===== config.mk =====
export PLATFORM = sky130hd
export DESIGN_NAME = audioSerialRx
export DESIGN_NICKNAME = d
export VERILOG_FILES = /design/src/rtl/audioSerialRxPkg.sv /design/src/rtl/audioSerialRxCtrl.sv /design/src/rtl/audioSerialRxPath.sv /design/src/rtl/audioSerialRx.sv
export SDC_FILE = /design/constraint.sdc
export NUM_CORES = 1
export LEC_CHECK = 0
export ABC_AREA = 1
export BUFFER_PORTS_ARGS = -buffer_cell sky130_fd_sc_hd__buf_2
export CAP_MARGIN = 15
export CORE_MARGIN = 2
export CORE_UTILIZATION = 39
export CTS_CLUSTER_DIAMETER = 40
export DETAILED_ROUTE_END_ITERATION = 10
export PLACE_DENSITY = 0.58
export SLEW_MARGIN = 0
export SYNTH_ARGS = -nofsm -noshare
export SYNTH_HDL_FRONTEND = slang
export SYNTH_SLANG_ARGS = --single-unit

===== constraint.sdc =====
create_clock -name clk -period 2.4 [get_ports clk]
set_clock_uncertainty 0.05 [all_clocks]
set_input_delay 0.24 -clock clk [delete_from_list [all_inputs] [get_ports clk]]
set_output_delay 0.24 -clock clk [all_outputs]
set_load 0.02 [all_outputs]

===== src/rtl/audioSerialRxPkg.sv =====
package audioSerialRxPkg;

  localparam int SAMPLE_W = 24;

  typedef enum logic [1:0] {
    WL_16  = 2'b00,
    WL_20  = 2'b01,
    WL_24  = 2'b10,
    WL_RSV = 2'b11
  } wordLen_e;

  // strobes from control to datapath, valid for one clk cycle
  typedef struct packed {
    logic bitStb;      // a bit-clock rising edge was seen
    logic dataBit;     // serial data sampled on that edge
    logic capStb;      // a complete word is to be taken
    logic capLeft;     // captured word belongs to the left channel
    logic capFromNew;  // take the word including the current bit
  } rxStrobes_t;

  function automatic int unsigned wordBits(logic [1:0] sel);
    case (wordLen_e'(sel))
      WL_20:   return 20;
      WL_24:   return 24;
      default: return 16;
    endcase
  endfunction

endpackage


===== src/rtl/audioSerialRxCtrl.sv =====
module audioSerialRxCtrl
  import audioSerialRxPkg::*;
#(
  parameter int SYNC_STAGES = 2,
  parameter int CNT_W       = 6
) (
  input  logic       clk,
  input  logic       rstN,
  input  logic       bitClk,
  input  logic       wordClk,
  input  logic       serData,
  input  logic       fmtI2s,
  input  logic       lrSwap,
  input  logic [1:0] wordLenSel,
  output rxStrobes_t stb
);

  localparam logic [CNT_W-1:0] CNT_MAX = {CNT_W{1'b1}};

  logic [SYNC_STAGES-1:0] bckSync;
  logic [SYNC_STAGES-1:0] lrSync;
  logic [SYNC_STAGES-1:0] datSync;

  always_ff @(posedge clk) begin
    if (!rstN) begin
      bckSync <= '0;
      lrSync  <= '0;
      datSync <= '0;
    end else begin
      bckSync <= {bckSync[SYNC_STAGES-2:0], bitClk};
      lrSync  <= {lrSync[SYNC_STAGES-2:0], wordClk};
      datSync <= {datSync[SYNC_STAGES-2:0], serData};
    end
  end

  logic bckNow, lrNow, datNow;
  assign bckNow = bckSync[SYNC_STAGES-1];
  assign lrNow  = lrSync[SYNC_STAGES-1];
  assign datNow = datSync[SYNC_STAGES-1];

  logic             bckPrev;   // bit clock one cycle ago
  logic             lrPrev;    // word clock at the previous bit rise
  logic             seen;      // at least one bit rise since reset
  logic             started;   // a word-clock transition has been seen
  logic [CNT_W-1:0] bitCnt;    // slot index of the previous bit

  logic             bckRise;
  logic             wordEdge;
  logic [CNT_W-1:0] idxNow;
  logic [CNT_W-1:0] wordLen;
  logic             i2sCap;
  logic             rjCap;

  always_comb begin
    bckRise  = bckNow & ~bckPrev;
    wordEdge = seen && (lrNow != lrPrev);
    if (wordEdge)               idxNow = '0;
    else if (bitCnt == CNT_MAX) idxNow = CNT_MAX;
    else                        idxNow = bitCnt + 1'b1;
    wordLen  = CNT_W'(wordBits(wordLenSel));
    // I2S: word ends on slot N of a half opened by a transition
    i2sCap   = fmtI2s && (started || wordEdge) && (idxNow == wordLen);
    // right-justified: word ends when the level changes
    rjCap    = !fmtI2s && wordEdge && started;

    stb.bitStb     = bckRise;
    stb.dataBit    = datNow;
    stb.capStb     = bckRise && (i2sCap || rjCap);
    stb.capLeft    = fmtI2s ? (lrNow ^ lrSwap) : (lrPrev ^ lrSwap);
    stb.capFromNew = fmtI2s;
  end

  always_ff @(posedge clk) begin
    if (!rstN) begin
      bckPrev <= 1'b0;
      lrPrev  <= 1'b0;
      seen    <= 1'b0;
      started <= 1'b0;
      bitCnt  <= '0;
    end else begin
      bckPrev <= bckNow;
      if (bckRise) begin
        seen   <= 1'b1;
        lrPrev <= lrNow;
        bitCnt <= idxNow;
        if (wordEdge) started <= 1'b1;
      end
    end
  end

endmodule


===== src/rtl/audioSerialRxPath.sv =====
module audioSerialRxPath
  import audioSerialRxPkg::*;
#(
  parameter int W = SAMPLE_W
) (
  input  logic         clk,
  input  logic         rstN,
  input  rxStrobes_t   stb,
  input  logic [1:0]   wordLenSel,
  output logic [W-1:0] leftSample,
  output logic [W-1:0] rightSample,
  output logic         sampleValid
);

  logic [W-1:0] shiftReg;
  logic [W-1:0] shiftNext;
  logic [W-1:0] capSrc;
  logic [W-1:0] aligned;
  logic [W-1:0] capExt;
  logic [W-1:0] leftHold;
  logic         haveLeft;
  int unsigned  shAmt;

  always_comb begin
    shiftNext = {shiftReg[W-2:0], stb.dataBit};
    capSrc    = stb.capFromNew ? shiftNext : shiftReg;
    shAmt     = W - wordBits(wordLenSel);
    aligned   = capSrc << shAmt;
    capExt    = W'($signed(aligned) >>> shAmt);
  end

  always_ff @(posedge clk) begin
    if (!rstN) begin
      shiftReg    <= '0;
      leftHold    <= '0;
      haveLeft    <= 1'b0;
      leftSample  <= '0;
      rightSample <= '0;
      sampleValid <= 1'b0;
    end else begin
      sampleValid <= 1'b0;
      if (stb.bitStb) shiftReg <= shiftNext;
      if (stb.capStb) begin
        if (stb.capLeft) begin
          leftHold <= capExt;
          haveLeft <= 1'b1;
        end else if (haveLeft) begin
          leftSample  <= leftHold;
          rightSample <= capExt;
          sampleValid <= 1'b1;
          haveLeft    <= 1'b0;
        end
      end
    end
  end

endmodule


===== src/rtl/audioSerialRx.sv =====
module audioSerialRx
  import audioSerialRxPkg::*;
#(
  parameter int SYNC_STAGES = 2,
  parameter int CNT_W       = 6
) (
  input  logic                clk,
  input  logic                rstN,
  input  logic                bitClk,
  input  logic                wordClk,
  input  logic                serData,
  input  logic                fmtI2s,
  input  logic                lrSwap,
  input  logic [1:0]          wordLenSel,
  output logic [SAMPLE_W-1:0] leftSample,
  output logic [SAMPLE_W-1:0] rightSample,
  output logic                sampleValid
);

  rxStrobes_t stb;

  audioSerialRxCtrl #(.SYNC_STAGES(SYNC_STAGES), .CNT_W(CNT_W)) u_ctrl (
    .clk(clk), .rstN(rstN), .bitClk(bitClk), .wordClk(wordClk),
    .serData(serData), .fmtI2s(fmtI2s), .lrSwap(lrSwap),
    .wordLenSel(wordLenSel), .stb(stb)
  );

  audioSerialRxPath #(.W(SAMPLE_W)) u_path (
    .clk(clk), .rstN(rstN), .stb(stb), .wordLenSel(wordLenSel),
    .leftSample(leftSample), .rightSample(rightSample),
    .sampleValid(sampleValid)
  );

endmodule


After elaboration in Yosys (flattened, before gate mapping)
Cells that the tools add are included.

Memories kept: 0. ROM bits: 0. Flip-flop bits (word level): 114. Output and inout bits: 49. Latch bits: 0. Logic and storage cells: 50. Bits in writable memories: 0.

Add/sub/neg operators: 2. Multiplexer cells: 7. $mul: 0. Bitwise operators: 7. $lt $le $gt $ge: 0. Reductions and logical operators: 13. Shifts and indexed selects: 2. Equality and inequality tests: 5. Divide/modulo/power cells: 0.

Operators by type and width (number): $shl 24x32->24 (1); $sshr 24x32->24 (1); $mux 24 (1); $mux 6 (2); $pmux 4 s2 (1); $add 6x1->6 const B (1); $eq 6x6->1 (1); $eq 6x6->1 const B (1); $logic_and 1x1->1 (6); $sub 5x5->6 const A (1); $not 1->1 (4); $reduce_and 2->1 (2); $mux 1 (3); $reduce_and 3->1 (1); $reduce_or 3->1 (1); $eq 2x1->1 const B (1); $eq 2x2->1 const B (1); $logic_or 1x1->1 (2); $xor 1x1->1 (2); $and 1x1->1 (1); $logic_not 1->1 (1); $ne 1x1->1 (1).

Depth between registers and ports, before layout
Gate-level depths: netlist (run 1).

Depth in word-level cells: 9. Gate-level depth with buffers: 15. Depth with buffers taken out: 15.

Hierarchy
A second synthesis (run 1) with hierarchy kept.

Cells, all modules: 891. Area, all modules: 5715.5 µm².

Modules (own cells, without submodules): audioSerialRxPath (sequential area each 1961.9 µm², instances 1, cells an instance 770, area an instance 4904.7 µm²); audioSerialRxCtrl (sequential area each 320.3 µm², instances 1, cells an instance 121, area an instance 810.8 µm²).

Worst setup path after synthesis (run 1)
No wires, ideal clock.

Path type: reg2reg. Start: register u_ctrl.bitCnt[0]. End: register u_path.rightSample[16]. Slack: 0.559 ns. Path buffers: 2. Library setup time: 0.113 ns. Arrival: 1.678 ns. Data required time: 2.237 ns. Cell stages (with the launch flop): 16. Cell sequence: dfxtp_1 -> ha_1 -> nand2_1 -> inv_1 -> nand2_1 -> nand2_1 -> nand2_1 -> nand3_1 -> nor2_1 -> nand3_1 -> nand2_2 -> nand3_2 -> buf_6 -> buf_6 -> nor2_1 -> nor2_1.

Cells in the longest elaborated chain, start to end: 8. Elaborated cells between the ends (all ways): 9. Classes of those cells: add/sub (1); eq/ne (2); mux (2); reduce/logical (4).

RTL lines: from (decl) (RTL line audioSerialRxCtrl.sv:45) `logic [CNT_W-1:0] bitCnt;`; from (signal assigned) (RTL line audioSerialRxCtrl.sv:85) `bitCnt <= idxNow;`; $add 6x1->6 / $eq 6x6->1 (equally long branches) (RTL line audioSerialRxCtrl.sv:59, audioSerialRxCtrl.sv:58); $mux 6 (*) (RTL line audioSerialRxCtrl.sv:58) `else if (bitCnt == CNT_MAX) idxNow = CNT_MAX;`; $mux 6 (*) (RTL line audioSerialRxCtrl.sv:57) `if (wordEdge) idxNow = '0;`; $eq 6x6->1 (*) (RTL line audioSerialRxCtrl.sv:62) `i2sCap = fmtI2s && (started || wordEdge) && (idxNow == wordLen);`; $logic_and 1x1->1 (*) (RTL line audioSerialRxCtrl.sv:62); $logic_or 1x1->1 (*) (RTL line audioSerialRxCtrl.sv:68) `stb.capStb = bckRise && (i2sCap || rjCap);`; $logic_and 1x1->1 (*) (RTL line audioSerialRxCtrl.sv:68); $reduce_and 3->1 (no line) (*); to (signal assigned) (RTL line audioSerialRxPath.sv:49) `rightSample <= capExt;`; to (decl) (RTL line audioSerialRxPath.sv:11) `output logic [W-1:0] rightSample,`.

Mark *: on every way between the ends. The rest lies on a longest branch, timed or not. A chain may end at the register's enable or synchronous reset.

Worst setup path in the final report (run 1)
Start: register u_ctrl.bitCnt[0]. End: register u_path.leftSample[2].

Cells in the longest elaborated chain, start to end: 8. Elaborated cells between the ends (all ways): 9. Classes of those cells: add/sub (1); eq/ne (2); mux (2); reduce/logical (4).

RTL lines: $add 6x1->6 / $eq 6x6->1 (equally long branches) (RTL line audioSerialRxCtrl.sv:59, audioSerialRxCtrl.sv:58); $mux 6 (*) (RTL line audioSerialRxCtrl.sv:58); $mux 6 (*) (RTL line audioSerialRxCtrl.sv:57); $eq 6x6->1 (*) (RTL line audioSerialRxCtrl.sv:62); $logic_and 1x1->1 (*) (RTL line audioSerialRxCtrl.sv:62); $logic_or 1x1->1 (*) (RTL line audioSerialRxCtrl.sv:68); $logic_and 1x1->1 (*) (RTL line audioSerialRxCtrl.sv:68); $reduce_and 3->1 (no line) (*); to (signal assigned) (RTL line audioSerialRxPath.sv:48) `leftSample <= leftHold;`; to (decl) (RTL line audioSerialRxPath.sv:10) `output logic [W-1:0] leftSample,`.

Marked as above.

==> results of run 1 <==
[state kept, by name (all words and copies together), names as in the netlist, 2 cells and up]
name	count
u_path.leftHold	24
u_path.leftSample	24
u_path.rightSample	24
u_path.shiftReg	24
u_ctrl.bitCnt	6
u_ctrl.bckSync	2
u_ctrl.datSync	2
u_ctrl.lrSync	2
[power by group through the flow]
stage / sequential [W] / clock, W / combinational [W]
floorplan: 0.00198 / 0 / 0.000318
global placement: 0.00199 / 0 / 0.000466
detailed placement: 0.00199 / 0 / 0.000463
CTS: 0.00195 / 0.00273 / 0.000468
global route: 0.00195 / 0.00281 / 0.000526
finish: 0.00195 / 0.00267 / 0.000471
[metrics by stage]
step / setup WS, ns / hold slack (ns) / std cells / cell area (sq um) / power [W]
floorplan: 0.5588 / 0.2876 / 926 / 5702 / 0.002302
global placement: 0.1433 / 0.3572 / 1147 / 6255 / 0.002458
detailed placement: 0.1705 / 0.3630 / 1147 / 6255 / 0.002454
CTS: 0.1267 / 0.2606 / 1182 / 6913 / 0.005148
global route: 0.03304 / 0.3089 / 1182 / 6920 / 0.005295
finish: 0.2419 / 0.2823 / 1182 / 6920 / 0.005097
[kinds of logic (layout without fill, tap and decap cells)]
kind of cell    Yosys count  in the layout
flops                   114            114
simple gates            566            566
fa+ha+maj                 3              3
compound gates           82             82
xor+xnor                  1              1
buf+inv                 160            232
[placed cells by master (no fill, tap or decap), types with 4 or more instances in the layout]
master,count
nand2_1,284
nor2_1,190
dfxtp_1,114
inv_1,106
nand3_1,82
buf_2,56
o21ai_0,41
a21oi_1,30
buf_4,28
clkbuf_16,17
o211ai_1,6
clkinv_4,4
bufinv_16,4
buf_12,4
[path summary, 6_finish.rpt]
check / to / slack [ns] / depth (start not counted)
worst min register to register: u_ctrl.datSync[1]$_SDFF_PN0_ / 0.36 / 2
worst max register to register: u_path.leftSample[2]$_SDFFE_PN0P_ / 0.24 / 15
worst min-delay path: u_path.leftSample[8]$_SDFFE_PN0P_ / 0.28 / 3
worst max-delay path: u_path.leftSample[2]$_SDFFE_PN0P_ / 0.24 / 15
[tightest hold or removal path, stage by stage]
cell and delay [ns]:
buf_4 0.29, nand2_1 0.14, nor2_1 0.03
[area by class of cell]
class	count	share of cell area (%)
multi-input cells	652	40.03
flip-flops and latches	114	32.98
repair buffers	91	8.678
clock buffers	19	6.400
inverters	109	5.912
well taps	184	3.327
clock inverters	13	2.676
[per-layer routing]
layer  global-route usage, %  vias up  wire length, um
li1                        -     2944                -
met4                   6.536        0              148
met3                   5.241       14              568
met1                   28.04     2403             7569
met2                   28.90      123             6441
met5                       0        -                0
[timing repair]
action / 4_1_cts / 5_1_grt
hold buffers: 3 / 0
endpoints found under the hold margin: 3 / 0
gates resized for setup: 0 / 1
setup endpoints to repair: 0 / 2
==> metrics.csv, run 1 <==
metric,value,unit
run status,completed,
average wire per cell in the routed design,12.46,um
Unique masters post-synth,25,
vias in the first global route,4924,
"Data required, critical path",2.67,ns
top_reg_cell synth,dfxtp_1,
CP arrival,2.43,ns
post-CTS setup repair buffer count,0,
crit path launch type,register,
Core Region,14420,sq um
Final nets,997,
via count,5484,
Final Setup Violations,0,
Static Leakage,3.861,nW
post-synthesis mux area share,0,%
adder and majority gate portion of the synthesized area,0.6583,%
number of antenna violations at the first check in global routing,0,
post-route fraction of the period consumed by the critical path,89.92,%
share of final-layout standard cells stronger than drive strength 1,13.13,%
setup repair after global routing missed its margin,false,
final estimated routing congestion in global placement,0.8899,
antenna diode instance count,0,
Sw Share,24.76,%
clock sink count,114,
1st-pass router iterations,5,
Post-Syn Area,5702,sq um
IO Pins,58,
GRT overflow,0,
utilization after layout,47.98,%
number of buffers added on ports,57,
worst skew pair latency,0.42,ns
largest net degree at the start of global routing,63,
Max clock buf depth,2,
Switch Pwr,0.001262,W
initial core utilization,39.53,%
Compound-Gate Fraction of Synth Area,7.593,%
family of cells with the greatest summed delay on the critical path,simple AND/OR/NAND/NOR gates,
Synth top area share,40.03,%
DRT antenna net count,0,
Layout area overhead,21.37,%
"area leader, netlist",dfxtp_1,
DRC violations left,0,
start point of the critical path,u_ctrl.bitCnt[0]$_SDFFE_PN0P_,
TritonCTS clock tree,built,
Pwr Density,736.5,nW/um^2
total negative setup slack,0,ns
Comb power frac,9.2,%
pin slew with the least headroom to its limit,0.7365,ns
fraction of the mapped netlist area in simple logic gates,39.87,%
final hold viol count,0,
Clock Power Share,52.5,%
source of the worst hold timing path,rstN,
first-pass GRT wire length,24580,um
global-route usage over all layers,19.66,%
overall routed net length,14730,um
Site Rows,44,
Synth Register Bits,114,
Synth async-reset ratio,0,%
number of warnings reported in the yosys synthesis log,0,
"Slew Viols, Final",0,
part of the total power dissipated in sequential elements,38.3,%
die outline area,15600,sq um
Slowest Stage Delay on Critical Path,0.33,ns
horizontal extent of the die,124.9,um
Worst Path Max Fanout,20,
Fmax achieved,463.4,MHz
Max Cap Violations,0,
"top cells by count, synth","nand2_1, nor2_1, dfxtp_1",
cell types occupying the most area after synthesis,"dfxtp_1, nand2_1, nor2_1",
most instantiated library cell after synthesis,nand2_1,
"Avg Cell Area, Syn",6.157,sq um
Worst path most repeated cell,nand2_1,
number of CTS-inserted buffers,17,
cell at the root of the clock tree,clkbuf_16,
number of synthesized flops with an enable pin,0,
post-synthesis cell count,926,
design internal power,0.003835,W
clock-pin slew on the worst setup and hold paths,0.06,ns
type of the most critical hold path,input port to register,
height of the die,124.9,um
xor/xnor cell area share of the yosys netlist,0.1536,%
CP Cell Sequence,ha_1 -> nand2_1 -> inv_1 -> nand2_1 -> nand3_1 -> nand2_1 -> nand2_1 -> nor2_1 -> nand3_1 -> nand2_2 -> buf_4 -> nand3_4 -> buf_4 -> nor2_1 -> nor2_1,
start of the worst register-to-register path,u_ctrl.bitCnt[0]$_SDFFE_PN0P_,
critical path start-end classification,register to register,
main combinational cell family by area after synthesis,simple AND/OR/NAND/NOR gates,
net count after synthesis,938,
combined buffer and inverter count along the critical path,3,
Setup crit end kind,register,
area taken by multi-input logic gates,2770,sq um
worst slew slack as a fraction of its limit,50.85,%
sum of net half-perimeters after detailed placement,10270,um
average vias per placed instance,4.640,
count of routing violations after the opening detailed-route iteration,413,
highest-delay cell along the critical path,dfxtp_1,
Final min period,2.158,ns
post-synthesis sequential area ratio,40.03,%
storage element area,2282,sq um
peak supply drop,492.0,uV
H-tree depth reported by CTS,4,
number of inserted filler cells in the final layout,1518,
(Power assumes the default switching activity.)
==> run 2, diff against run 1 <==
CORE_UTILIZATION = 35   (was 39)
PLACE_DENSITY = 0.53   (was 0.58)
==> metrics.csv, run 2 (synthesis results as in run 1) <==
metric,value,unit
height of the die,131.6,um
Max Cap Violations,0,
horizontal extent of the die,131.6,um
count of routing violations after the opening detailed-route iteration,484,
post-route fraction of the period consumed by the critical path,90.77,%
run status,completed,
final estimated routing congestion in global placement,0.8782,
GRT overflow,0,
Core Region,15890,sq um
CP arrival,2.47,ns
Slowest Stage Delay on Critical Path,0.33,ns
Final min period,2.179,ns
first-pass GRT wire length,24860,um
number of inserted filler cells in the final layout,1752,
average wire per cell in the routed design,12.28,um
Setup crit end kind,register,
Pwr Density,721.7,nW/um^2
Final Setup Violations,0,
setup repair after global routing missed its margin,false,
TritonCTS clock tree,built,
CP Cell Sequence,ha_1 -> nand2_1 -> inv_1 -> nand2_1 -> nand3_1 -> nand2_1 -> nand2_1 -> nor2_1 -> nand3_1 -> nand2_2 -> nand3_4 -> buf_12 -> nand2_1 -> nand2_1 -> nor2_1,
Worst path most repeated cell,nand2_1,
Layout area overhead,21.26,%
share of final-layout standard cells stronger than drive strength 1,12.78,%
"leading cell types in the layout, fill and taps excluded","nand2_1, nor2_1, dfxtp_1, inv_1, nand3_1",
part of the total power dissipated in sequential elements,39.1,%
pin slew with the least headroom to its limit,0.7511,ns
H-tree depth reported by CTS,4,
number of buffers added on ports,57,
worst hold slack,0.3107,ns
sum of net half-perimeters after detailed placement,10250,um
clock-pin slew on the worst setup and hold paths,0.06,ns
"Data required, critical path",2.69,ns
final hold viol count,0,
Fmax achieved,459.0,MHz
largest net degree at the start of global routing,68,
Switch Pwr,0.001262,W
vias in the first global route,4857,
DRT antenna net count,0,
DRC violations left,0,
"commonest non-fill, non-tap cell in the layout",nand2_1,
global-route usage over all layers,17.67,%
Sw Share,25.29,%
"Slew Viols, Final",0,
crit path launch type,register,
IO Pins,58,
total negative setup slack,0,ns
peak supply drop,617.8,uV
die outline area,17330,sq um
Max clock buf depth,2,
via count,5473,
number of antenna violations at the first check in global routing,0,
highest-delay cell along the critical path,dfxtp_1,
antenna diode instance count,0,
Clock Power Share,51.4,%
CTS resizes,0,
worst skew pair latency,0.42,ns
Worst Path Max Fanout,27,
average vias per placed instance,4.523,
Site Rows,46,
Comb power frac,9.5,%
critical path start-end classification,register to register,
cell at the root of the clock tree,clkbuf_16,
Static Leakage,3.831,nW
design internal power,0.003728,W
1st-pass router iterations,5,
clock sink count,114,
worst slew slack as a fraction of its limit,49.87,%
overall routed net length,14860,um
number of CTS-inserted buffers,17,
type of the most critical hold path,input port to register,
Final nets,993,
initial core utilization,35.89,%
## run 2: power by group through the flow
stage                     logic [W]  registers [W]  clock network, W
final                      0.000475        0.00195           0.00256
after global routing       0.000535        0.00196           0.00271
after CTS                  0.000474        0.00195           0.00261
after detailed placement   0.000468        0.00199                 0
after global placement     0.000473        0.00199                 0
after floorplan            0.000318        0.00198                 0
## run 2: what timing repair did
action                     CTS  global route
hold endpoints to repair     3             0
buffers inserted             0             2
hold buffers                 3             0
setup endpoints to repair    0            37
## run 2: routing by layer
metal	global-route usage, %	up-vias	routed length, um
met5	0	-	0
met4	5.918	0	241
met3	3.897	17	536
met2	25.63	101	6244
met1	25.74	2403	7840
li1	-	2952	-
## run 2: final cells by class
cell class | count | area (sq um) | area share, %
well taps | 216 | 270.3 | 3.909
multi-input cells | 653 | 2773 | 40.10
clock inverters | 13 | 161.4 | 2.334
repair buffers | 86 | 575.6 | 8.324
inverters | 109 | 409.1 | 5.917
clock buffers | 19 | 442.9 | 6.406
flip-flops and latches | 114 | 2282 | 33.01
## run 2: final timing paths
check | from | endpoint | slack (ns) | cells after the start
worst max-delay path | u_ctrl.bitCnt[0]$_SDFFE_PN0P_ | u_path.rightSample[1]$_SDFFE_PN0P_ | 0.22 | 15
worst min-delay path | rstN | u_ctrl.bckSync[0]$_SDFF_PN0_ | 0.31 | 3
worst max register to register | u_ctrl.bitCnt[0]$_SDFFE_PN0P_ | u_path.rightSample[1]$_SDFFE_PN0P_ | 0.22 | 15
worst min register to register | u_ctrl.datSync[0]$_SDFF_PN0_ | u_ctrl.datSync[1]$_SDFF_PN0_ | 0.36 | 2
## run 2: stage by stage
| step | utilization [%] | cell area [sq um] | cells | power [W] | setup WS [ns] |
|---|---|---|---|---|---|
| 2_1_floorplan | - | 5702 | 926 | 0.002302 | 0.5588 |
| 3_3_place_gp | 39.37 | 6255 | 1172 | 0.002465 | 0.1634 |
| 3_5_place_dp | 39.37 | 6255 | 1172 | 0.002460 | 0.1649 |
| 4_1_cts | 43.37 | 6889 | 1207 | 0.005038 | 0.1427 |
| 5_1_grt | 43.53 | 6914 | 1210 | 0.005205 | 0.02904 |
| 6_report | 43.53 | 6914 | 1210 | 0.004990 | 0.2214 |
## run 2: worst max-delay path: cells and delay by family, from the launching register on
family	cells	cell delay [ns]
AND/OR/NAND/NOR	12	1.19
adder cells (fa/ha/maj)	1	0.20
flip-flops	1	0.33
buffers and inverters	2	0.30
